$ cat config.mk
export PLATFORM = sky130hd
export DESIGN_NAME = ntt_rej_sampler
export DESIGN_NICKNAME = d
export VERILOG_FILES = /design/src/rtl/rs_pkg.sv /design/src/rtl/rs_block_buf.sv /design/src/rtl/rs_cand_split.sv /design/src/rtl/rs_ctrl.sv /design/src/rtl/ntt_rej_sampler.sv
export SDC_FILE = /design/constraint.sdc
export NUM_CORES = 2
export LEC_CHECK = 0
export ABC_CLOCK_PERIOD_IN_PS = 7790
export BUFFER_PORTS_ARGS = -buffer_cell sky130_fd_sc_hd__clkbuf_2
export CORE_AREA = 2 2 531 533
export CTS_BUF_LIST = sky130_fd_sc_hd__clkbuf_4 sky130_fd_sc_hd__clkbuf_8
export DETAILED_ROUTE_END_ITERATION = 16
export DIE_AREA = 0 0 533 535
export PLACE_DENSITY_LB_ADDON = 0.08
export SLEW_MARGIN = 40
export SYNTH_ARGS = -nofsm -noshare
export SYNTH_HDL_FRONTEND = slang
export SYNTH_SLANG_ARGS = --single-unit
export TNS_END_PERCENT = 1
$ cat constraint.sdc
create_clock -name clk -period 7.79 [get_ports clk]
set_input_delay 1.558 -clock clk [delete_from_list [all_inputs] [get_ports clk]]
set_output_delay 1.558 -clock clk [all_outputs]
set_load 0.02 [all_outputs]
$ cat src/rtl/rs_pkg.sv
// Package: rs_pkg
// Shared defaults and the controller state type for the rejection sampler.
// Assumes: the defaults describe a 1344-bit rate, 12-bit candidates and a
// 3329 modulus; modules take them as parameter defaults and may override.
package rs_pkg;

    localparam int RS_RATE_BITS = 1344;
    localparam int RS_COEF_W    = 12;
    localparam int RS_MODULUS   = 3329;
    localparam int RS_N_COEF    = 256;

    // Controller phases: waiting, asking for a block, walking it, finishing.
    typedef enum logic [1:0] {
        ST_IDLE  = 2'd0,
        ST_FETCH = 2'd1,
        ST_WALK  = 2'd2,
        ST_FIN   = 2'd3
    } rs_state_e;

endpackage

$ cat src/rtl/rs_block_buf.sv
// Module: rs_block_buf
// Holds one squeeze block and presents the group that the pointer names.
// Assumes: load_i is only raised by the controller during a granted fetch,
// and ptr_i never exceeds NUM_GRP-1 (checked below).
module rs_block_buf #(
    parameter int RATE_BITS = rs_pkg::RS_RATE_BITS,
    parameter int GRP_BITS  = 2 * rs_pkg::RS_COEF_W,
    localparam int NUM_GRP  = RATE_BITS / GRP_BITS,
    localparam int PTR_W    = $clog2(NUM_GRP)
) (
    input  logic                 clk,
    input  logic                 rst_n,
    input  logic                 load_i,
    input  logic [RATE_BITS-1:0] data_i,
    input  logic [PTR_W-1:0]     ptr_i,
    output logic [GRP_BITS-1:0]  grp_o
);

    logic [RATE_BITS-1:0] blk_q;
    logic [GRP_BITS-1:0]  grp_arr [NUM_GRP];

    // Capture the offered block when the controller grants the fetch.
    always_ff @(posedge clk) begin
        if (!rst_n) begin
            blk_q <= '0;
        end else if (load_i) begin
            blk_q <= data_i;
        end
    end

    // Slice the stored block into groups, lowest bytes first.
    for (genvar g = 0; g < NUM_GRP; g++) begin : g_slice
        assign grp_arr[g] = blk_q[g*GRP_BITS +: GRP_BITS];
    end

    // Present the group named by the walk pointer.
    always_comb begin
        grp_o = grp_arr[ptr_i];
    end

    AST_PTR_IN_BLOCK: assert property (@(posedge clk) disable iff (!rst_n)
        ptr_i < PTR_W'(NUM_GRP));

endmodule

$ cat src/rtl/rs_cand_split.sv
// Module: rs_cand_split
// Picks one 12-bit candidate out of a three-byte group and judges it.
// Assumes: the group is exactly two candidates wide; half_i = 0 selects the
// low candidate (judged first), half_i = 1 the high one.
module rs_cand_split #(
    parameter int COEF_W  = rs_pkg::RS_COEF_W,
    parameter int MODULUS = rs_pkg::RS_MODULUS
) (
    input  logic [2*COEF_W-1:0] grp_i,
    input  logic                half_i,
    output logic [COEF_W-1:0]   cand_o,
    output logic                ok_o
);

    logic [COEF_W-1:0] cand_lo;
    logic [COEF_W-1:0] cand_hi;

    // Low candidate: first byte plus low nibble of the middle byte on top;
    // high candidate: high nibble of the middle byte plus the last byte.
    always_comb begin
        cand_lo = grp_i[COEF_W-1:0];
        cand_hi = grp_i[2*COEF_W-1:COEF_W];
    end

    // Choose the candidate for this cycle and compare it with the modulus.
    always_comb begin
        cand_o = half_i ? cand_hi : cand_lo;
        ok_o   = (cand_o < COEF_W'(MODULUS));
    end

endmodule

$ cat src/rtl/rs_ctrl.sv
// Module: rs_ctrl
// Sequencer for the sampler: asks for blocks, walks the groups one
// candidate per cycle, counts accepted coefficients and drives the outputs.
// Assumes: cand_i/cand_ok_i come combinationally from the stored block at
// (ptr_o, half_o); a block is only captured while blk_req_o is high.
module rs_ctrl #(
    parameter int NUM_GRP  = 56,
    parameter int N_COEF   = rs_pkg::RS_N_COEF,
    parameter int COEF_W   = rs_pkg::RS_COEF_W,
    localparam int PTR_W   = $clog2(NUM_GRP),
    localparam int IDX_W   = $clog2(N_COEF)
) (
    input  logic              clk,
    input  logic              rst_n,
    input  logic              start_i,
    input  logic              blk_valid_i,
    input  logic [COEF_W-1:0] cand_i,
    input  logic              cand_ok_i,
    output logic              load_o,
    output logic [PTR_W-1:0]  ptr_o,
    output logic              half_o,
    output logic              blk_req_o,
    output logic              coef_valid_o,
    output logic [IDX_W-1:0]  coef_idx_o,
    output logic [COEF_W-1:0] coef_o,
    output logic              done_o,
    output logic              idle_o
);

    import rs_pkg::*;

    rs_state_e         st_q;
    logic [PTR_W-1:0]  ptr_q;
    logic              half_q;
    logic [IDX_W-1:0]  cnt_q;
    logic              vld_q;
    logic [IDX_W-1:0]  idx_q;
    logic [COEF_W-1:0] coef_q;

    logic last_slot;
    logic take;
    logic final_take;

    // Decode the events of this cycle from the state and the candidate.
    always_comb begin
        last_slot  = half_q && (ptr_q == PTR_W'(NUM_GRP - 1));
        take       = (st_q == ST_WALK) && cand_ok_i;
        final_take = take && (cnt_q == IDX_W'(N_COEF - 1));
        load_o     = (st_q == ST_FETCH) && blk_valid_i;
    end

    // Phase sequencing: the final accept wins over block exhaustion.
    always_ff @(posedge clk) begin
        if (!rst_n) begin
            st_q <= ST_IDLE;
        end else begin
            unique case (st_q)
                ST_IDLE:  if (start_i)     st_q <= ST_FETCH;
                ST_FETCH: if (blk_valid_i) st_q <= ST_WALK;
                ST_WALK: begin
                    if (final_take)     st_q <= ST_FIN;
                    else if (last_slot) st_q <= ST_FETCH;
                end
                ST_FIN:   st_q <= ST_IDLE;
                default:  st_q <= ST_IDLE;
            endcase
        end
    end

    // Group pointer and candidate half: rewound on load, stepped per walk cycle.
    always_ff @(posedge clk) begin
        if (!rst_n) begin
            ptr_q  <= '0;
            half_q <= 1'b0;
        end else if (load_o) begin
            ptr_q  <= '0;
            half_q <= 1'b0;
        end else if (st_q == ST_WALK) begin
            half_q <= ~half_q;
            if (half_q) begin
                ptr_q <= last_slot ? '0 : ptr_q + PTR_W'(1);
            end
        end
    end

    // Accepted-coefficient counter, cleared when a run starts.
    always_ff @(posedge clk) begin
        if (!rst_n) begin
            cnt_q <= '0;
        end else if (st_q == ST_IDLE && start_i) begin
            cnt_q <= '0;
        end else if (take) begin
            cnt_q <= cnt_q + IDX_W'(1);
        end
    end

    // Output register for accepted coefficients and their index.
    always_ff @(posedge clk) begin
        if (!rst_n) begin
            vld_q  <= 1'b0;
            idx_q  <= '0;
            coef_q <= '0;
        end else begin
            vld_q <= take;
            if (take) begin
                idx_q  <= cnt_q;
                coef_q <= cand_i;
            end
        end
    end

    // Drive ports from the registered state.
    always_comb begin
        ptr_o        = ptr_q;
        half_o       = half_q;
        blk_req_o    = (st_q == ST_FETCH);
        done_o       = (st_q == ST_FIN);
        idle_o       = (st_q == ST_IDLE);
        coef_valid_o = vld_q;
        coef_idx_o   = idx_q;
        coef_o       = coef_q;
    end

    AST_IDLE_IS_QUIET: assert property (@(posedge clk) disable iff (!rst_n)
        idle_o |-> (!blk_req_o && !done_o));

    AST_REQ_HELD: assert property (@(posedge clk) disable iff (!rst_n)
        (blk_req_o && !blk_valid_i) |=> blk_req_o);

    AST_REQ_DROPS: assert property (@(posedge clk) disable iff (!rst_n)
        (blk_req_o && blk_valid_i) |=> (!blk_req_o && ptr_q == '0 && !half_q));

    AST_REQ_ONLY_AT_END: assert property (@(posedge clk) disable iff (!rst_n)
        $rose(blk_req_o) |-> ($past(st_q) == ST_IDLE ||
                              ($past(ptr_q) == PTR_W'(NUM_GRP - 1) && $past(half_q))));

    AST_DONE_WITH_LAST: assert property (@(posedge clk) disable iff (!rst_n)
        done_o |-> (coef_valid_o && coef_idx_o == IDX_W'(N_COEF - 1)));

    AST_DONE_ONE_CYCLE: assert property (@(posedge clk) disable iff (!rst_n)
        done_o |=> (!done_o && idle_o && !coef_valid_o));

    AST_IDX_STEPS: assert property (@(posedge clk) disable iff (!rst_n)
        (coef_valid_o && take) |=> (coef_idx_o == $past(coef_idx_o) + IDX_W'(1)));

    AST_STRAY_BLOCK: assert property (@(posedge clk) disable iff (!rst_n)
        (st_q == ST_WALK && blk_valid_i && !last_slot && !final_take)
            |=> (st_q == ST_WALK && half_q != $past(half_q)));

endmodule

$ cat src/rtl/ntt_rej_sampler.sv
// Module: ntt_rej_sampler
// Top of the uniform NTT-domain rejection sampler: one stored squeeze
// block, a candidate splitter and the sequencer.
// Assumes: the environment answers blk_req_o with blk_valid_i and a full
// rate block, and polls idle_o before issuing the next start_i.
module ntt_rej_sampler #(
    parameter int RATE_BITS = rs_pkg::RS_RATE_BITS,
    parameter int COEF_W    = rs_pkg::RS_COEF_W,
    parameter int MODULUS   = rs_pkg::RS_MODULUS,
    parameter int N_COEF    = rs_pkg::RS_N_COEF,
    localparam int GRP_BITS = 2 * COEF_W,
    localparam int NUM_GRP  = RATE_BITS / GRP_BITS,
    localparam int PTR_W    = $clog2(NUM_GRP),
    localparam int IDX_W    = $clog2(N_COEF)
) (
    input  logic                 clk,
    input  logic                 rst_n,
    input  logic                 start_i,
    input  logic                 blk_valid_i,
    input  logic [RATE_BITS-1:0] blk_data_i,
    output logic                 blk_req_o,
    output logic                 coef_valid_o,
    output logic [IDX_W-1:0]     coef_idx_o,
    output logic [COEF_W-1:0]    coef_o,
    output logic                 done_o,
    output logic                 idle_o
);

    logic                load;
    logic [PTR_W-1:0]    ptr;
    logic                half;
    logic [GRP_BITS-1:0] grp;
    logic [COEF_W-1:0]   cand;
    logic                cand_ok;

    rs_block_buf #(
        .RATE_BITS (RATE_BITS),
        .GRP_BITS  (GRP_BITS)
    ) u_buf (
        .clk    (clk),
        .rst_n  (rst_n),
        .load_i (load),
        .data_i (blk_data_i),
        .ptr_i  (ptr),
        .grp_o  (grp)
    );

    rs_cand_split #(
        .COEF_W  (COEF_W),
        .MODULUS (MODULUS)
    ) u_split (
        .grp_i  (grp),
        .half_i (half),
        .cand_o (cand),
        .ok_o   (cand_ok)
    );

    rs_ctrl #(
        .NUM_GRP (NUM_GRP),
        .N_COEF  (N_COEF),
        .COEF_W  (COEF_W)
    ) u_ctrl (
        .clk          (clk),
        .rst_n        (rst_n),
        .start_i      (start_i),
        .blk_valid_i  (blk_valid_i),
        .cand_i       (cand),
        .cand_ok_i    (cand_ok),
        .load_o       (load),
        .ptr_o        (ptr),
        .half_o       (half),
        .blk_req_o    (blk_req_o),
        .coef_valid_o (coef_valid_o),
        .coef_idx_o   (coef_idx_o),
        .coef_o       (coef_o),
        .done_o       (done_o),
        .idle_o       (idle_o)
    );

    AST_COEF_BELOW_Q: assert property (@(posedge clk) disable iff (!rst_n)
        coef_valid_o |-> (coef_o < COEF_W'(MODULUS)));

    AST_NO_REQ_WHILE_OUT_DONE: assert property (@(posedge clk) disable iff (!rst_n)
        done_o |-> !blk_req_o);

endmodule

==> reports/qor.csv <==
metric;value;unit
status;completed;
critical path startpoint category;flip-flop;
Placer Congestion;0.844;
# resized after CTS;0;
Post-synth EDFFs;0;
Synth Warn #;0;
Area growth syn-to-layout;28.5;%
GRT overflow;0;
worst slew pin tran;1.02;ns
CTS Root Cell;clkbuf_8;
Arrival @ worst endpoint;6.21;ns
pin count of the biggest net entering global routing;180;
Final Cycle Share;68.7;%
sequential element share of the synthesized area;47.5;%
mapped cell area;58300;µm²
CP Class;flip-flop to flip-flop;
core area;279000;µm²
Synth cell types;68;
CTS Buffer Depth;4;
DR iter-0 viols;4073;
switching fraction of total power;28.2;%
Avg Vias per Cell;4.71;
Rows;194;
Post-synth ARST share;0;%
share of the synthesized area in the top cell type;47.5;%
Pint;12.7;mW
die height;535;µm
Min Clock Period, post-route;5.35;ns
first-pass GRT wire length;489000;µm
IO Port Bufs;1371;
Die Area;285000;µm²
Final setup viols;0;
logic gate share of total power;10.3;%
slowest stage delay, CP;0.75;ns
Final nets;9492;
pwr dens;236;nW/µm²
Max H-tree Level;5;
worst path cell trace;buf_4, mux4_2, nand2b_1, a221oi_1, a31oi_1, a311oi_2, o211ai_1, nor4_1, o21ai_4, buf_4, or4_1, nand2_1;
antenna violations before repair;81;
number of global-route vias before repair;57450;
DRT antenna net count;0;
detailed-route DRC error count;0;
Max Fclk;187;MHz
Synth area leaders;dfxtp_1 47%, nand2_1 18%, a21oi_1 12%;
worst rel slew slack;32.1;%
TritonCTS clock tree;built;
wire per inst;30.3;µm
DR vias;56928;
Reg area;27700;µm²
clock sink count;1382;
Num CTS Buffers;290;
Post-synth top flop;dfxtp_1;
crit-path most repeated cell;buf_4;
final hold vios;0;
fill cell count;30787;
most numerous cell in the Yosys netlist;nand2_1;
crit-path max FO;34;
initial core utilization;20.9;%
Flop pwr share;43.0;%
Post-DP HPWL;285000;µm
Hold Buf Count CTS;0;
share of cells above drive strength 1;27.4;%
post-CTS setup buffers;0;
setup TNS;0;ns
Slowest-stage cell, CP;a221oi_1;
post-synth top area cell;dfxtp_1;
most instantiated cells after synthesis;2753 x nand2_1, 1382 x dfxtp_1, 1379 x a21oi_1;
drt total wl;366000;µm
num ports;1372;
first drt pass iteration count;6;
max-cap violations;0;
Psw;4.99;mW
Synth Register Bits;1382;
worst hold path type;flip-flop to flip-flop;
Cells after Synth;6973;
worst clock skew;0.0797;ns
Leak Pwr;27.3;nW
RSZ-0062 raised after global routing;no;
Die Width;533;µm
kind of end point of the critical path;flip-flop;
area taken by multi-input logic gates;28200;µm²
power after layout;17.7;mW
syn nets;8323;
clock latency on the worst-skew pair;0.98;ns
post-synthesis area per instance;8.35;µm²
GR Util All Layers;24.7;%
max-slew violations;0;
peak supply drop;0.107;mV
Clock Power Share;46.6;%
Clock Pin Slew Worst Setup and Hold Paths;0.07;ns
worst path required time;8.65;ns
==> stage by stage <==
stage | area (µm²) | hold slack, ns | utilization (%) | setup WS (ns) | std cells
4_1_cts | 74600 | 0.450 | 26.7 | 2.32 | 12058
2_1_floorplan | 58300 | 0.433 | - | 4.31 | 6973
3_5_place_dp | 68600 | 0.443 | 24.6 | 2.41 | 11567
3_3_place_gp | 68400 | 0.439 | 24.5 | 2.20 | 11560
5_1_grt | 74800 | 0.466 | 26.8 | 2.14 | 12069
6_report | 74800 | 0.448 | 26.8 | 2.44 | 12086
==> power by group through the flow <==
stage	registers (mW)	clock network, mW	logic [mW]
floorplan	7.63	0	0.830
global placement	7.76	0	1.82
detailed placement	7.75	0	1.83
CTS	7.60	8.49	1.84
global route	7.63	8.79	1.96
finish	7.61	8.24	1.82
==> critical path, delay by kind of cell (launching register included) <==
family                 cells  cell delay (ns)
buffers and inverters      2             0.89
muxes                      1             0.59
AOI/OAI and AO/OA          5             1.71
and+or+nand+nor            4             1.32
DFF                        1             0.61
==> area by class of cell <==
class | count | share of cell area [%]
Timing Repair Buffer | 1465 | 11.0
Multi-Input combinational cell | 4994 | 37.7
Antenna cell | 21 | 0.0702
Inverter | 9 | 0.0602
Tap cell | 3724 | 6.23
Clock buffer | 452 | 7.45
Clock inverter | 39 | 0.560
Sequential cell | 1382 | 37.0
==> cells in the final DEF (no fill, tap or decap), types with 6 or more instances in the layout <==
master,count
nand2b_1,12
nand3_1,22
a211oi_1,6
diode_2,21
mux4_2,279
clkinv_2,15
a22oi_1,56
nor3_1,6
mux2i_1,197
clkbuf_2,1371
clkinvlp_4,8
a221oi_1,24
or3_1,7
clkbuf_8,349
and3_1,9
o22ai_1,8
nand2_1,2752
a31oi_1,18
buf_16,10
buf_12,34
mux2_2,12
nor2_1,56
clkbuf_4,103
o211ai_1,11
o21ai_0,35
a21oi_1,1379
nor2b_1,7
dfxtp_1,1375
buf_4,46
==> layer usage <==
metal / wire [µm] / global-route usage, % / up-vias
li1: - / - / 25995
met1: 159000 / 32.0 / 28376
met2: 174000 / 41.1 / 2029
met3: 20100 / 4.33 / 486
met4: 13200 / 8.59 / 42
met5: 292 / 0 / -
==> kinds of logic after synthesis <==
family                   count (synthesis)  share of synthesized area [%]
AND/OR/NAND/NOR                       2908                           19.1
AO/OA/AOI/OAI                         1587                           14.5
multiplexers                           491                           14.5
flip-flops                            1382                           47.5
adder cells (fa/ha/maj)                  2                         0.0430
XOR/XNOR                                 6                         0.0902
buffers and inverters                  597                           4.35
==> state kept, by name, indices dropped and copies added, names as in the netlist <==
name and cells:
u_ctrl.coef_valid_o 1, u_ctrl.half_o 1, u_ctrl.coef_o 12, u_ctrl.coef_idx_o 8
u_ctrl.cnt_q 8, u_ctrl.ptr_o 6, u_buf.blk_q 1344, u_ctrl.st_q 2
==> final timing paths <==
| kind | from | to | slack, ns | cells past startpoint |
|---|---|---|---|---|
| worst max register to register | u_ctrl.ptr_o[0] | u_ctrl.cnt_q[3] | 2.44 | 12 |
| worst max-delay path | u_ctrl.ptr_o[0] | u_ctrl.cnt_q[3] | 2.44 | 12 |
| worst min-delay path | u_buf.blk_q[260] | u_buf.blk_q[260] | 0.45 | 2 |
| worst min register to register | u_buf.blk_q[260] | u_buf.blk_q[260] | 0.45 | 2 |
Note: power is estimated with default switching activity, not from simulation.
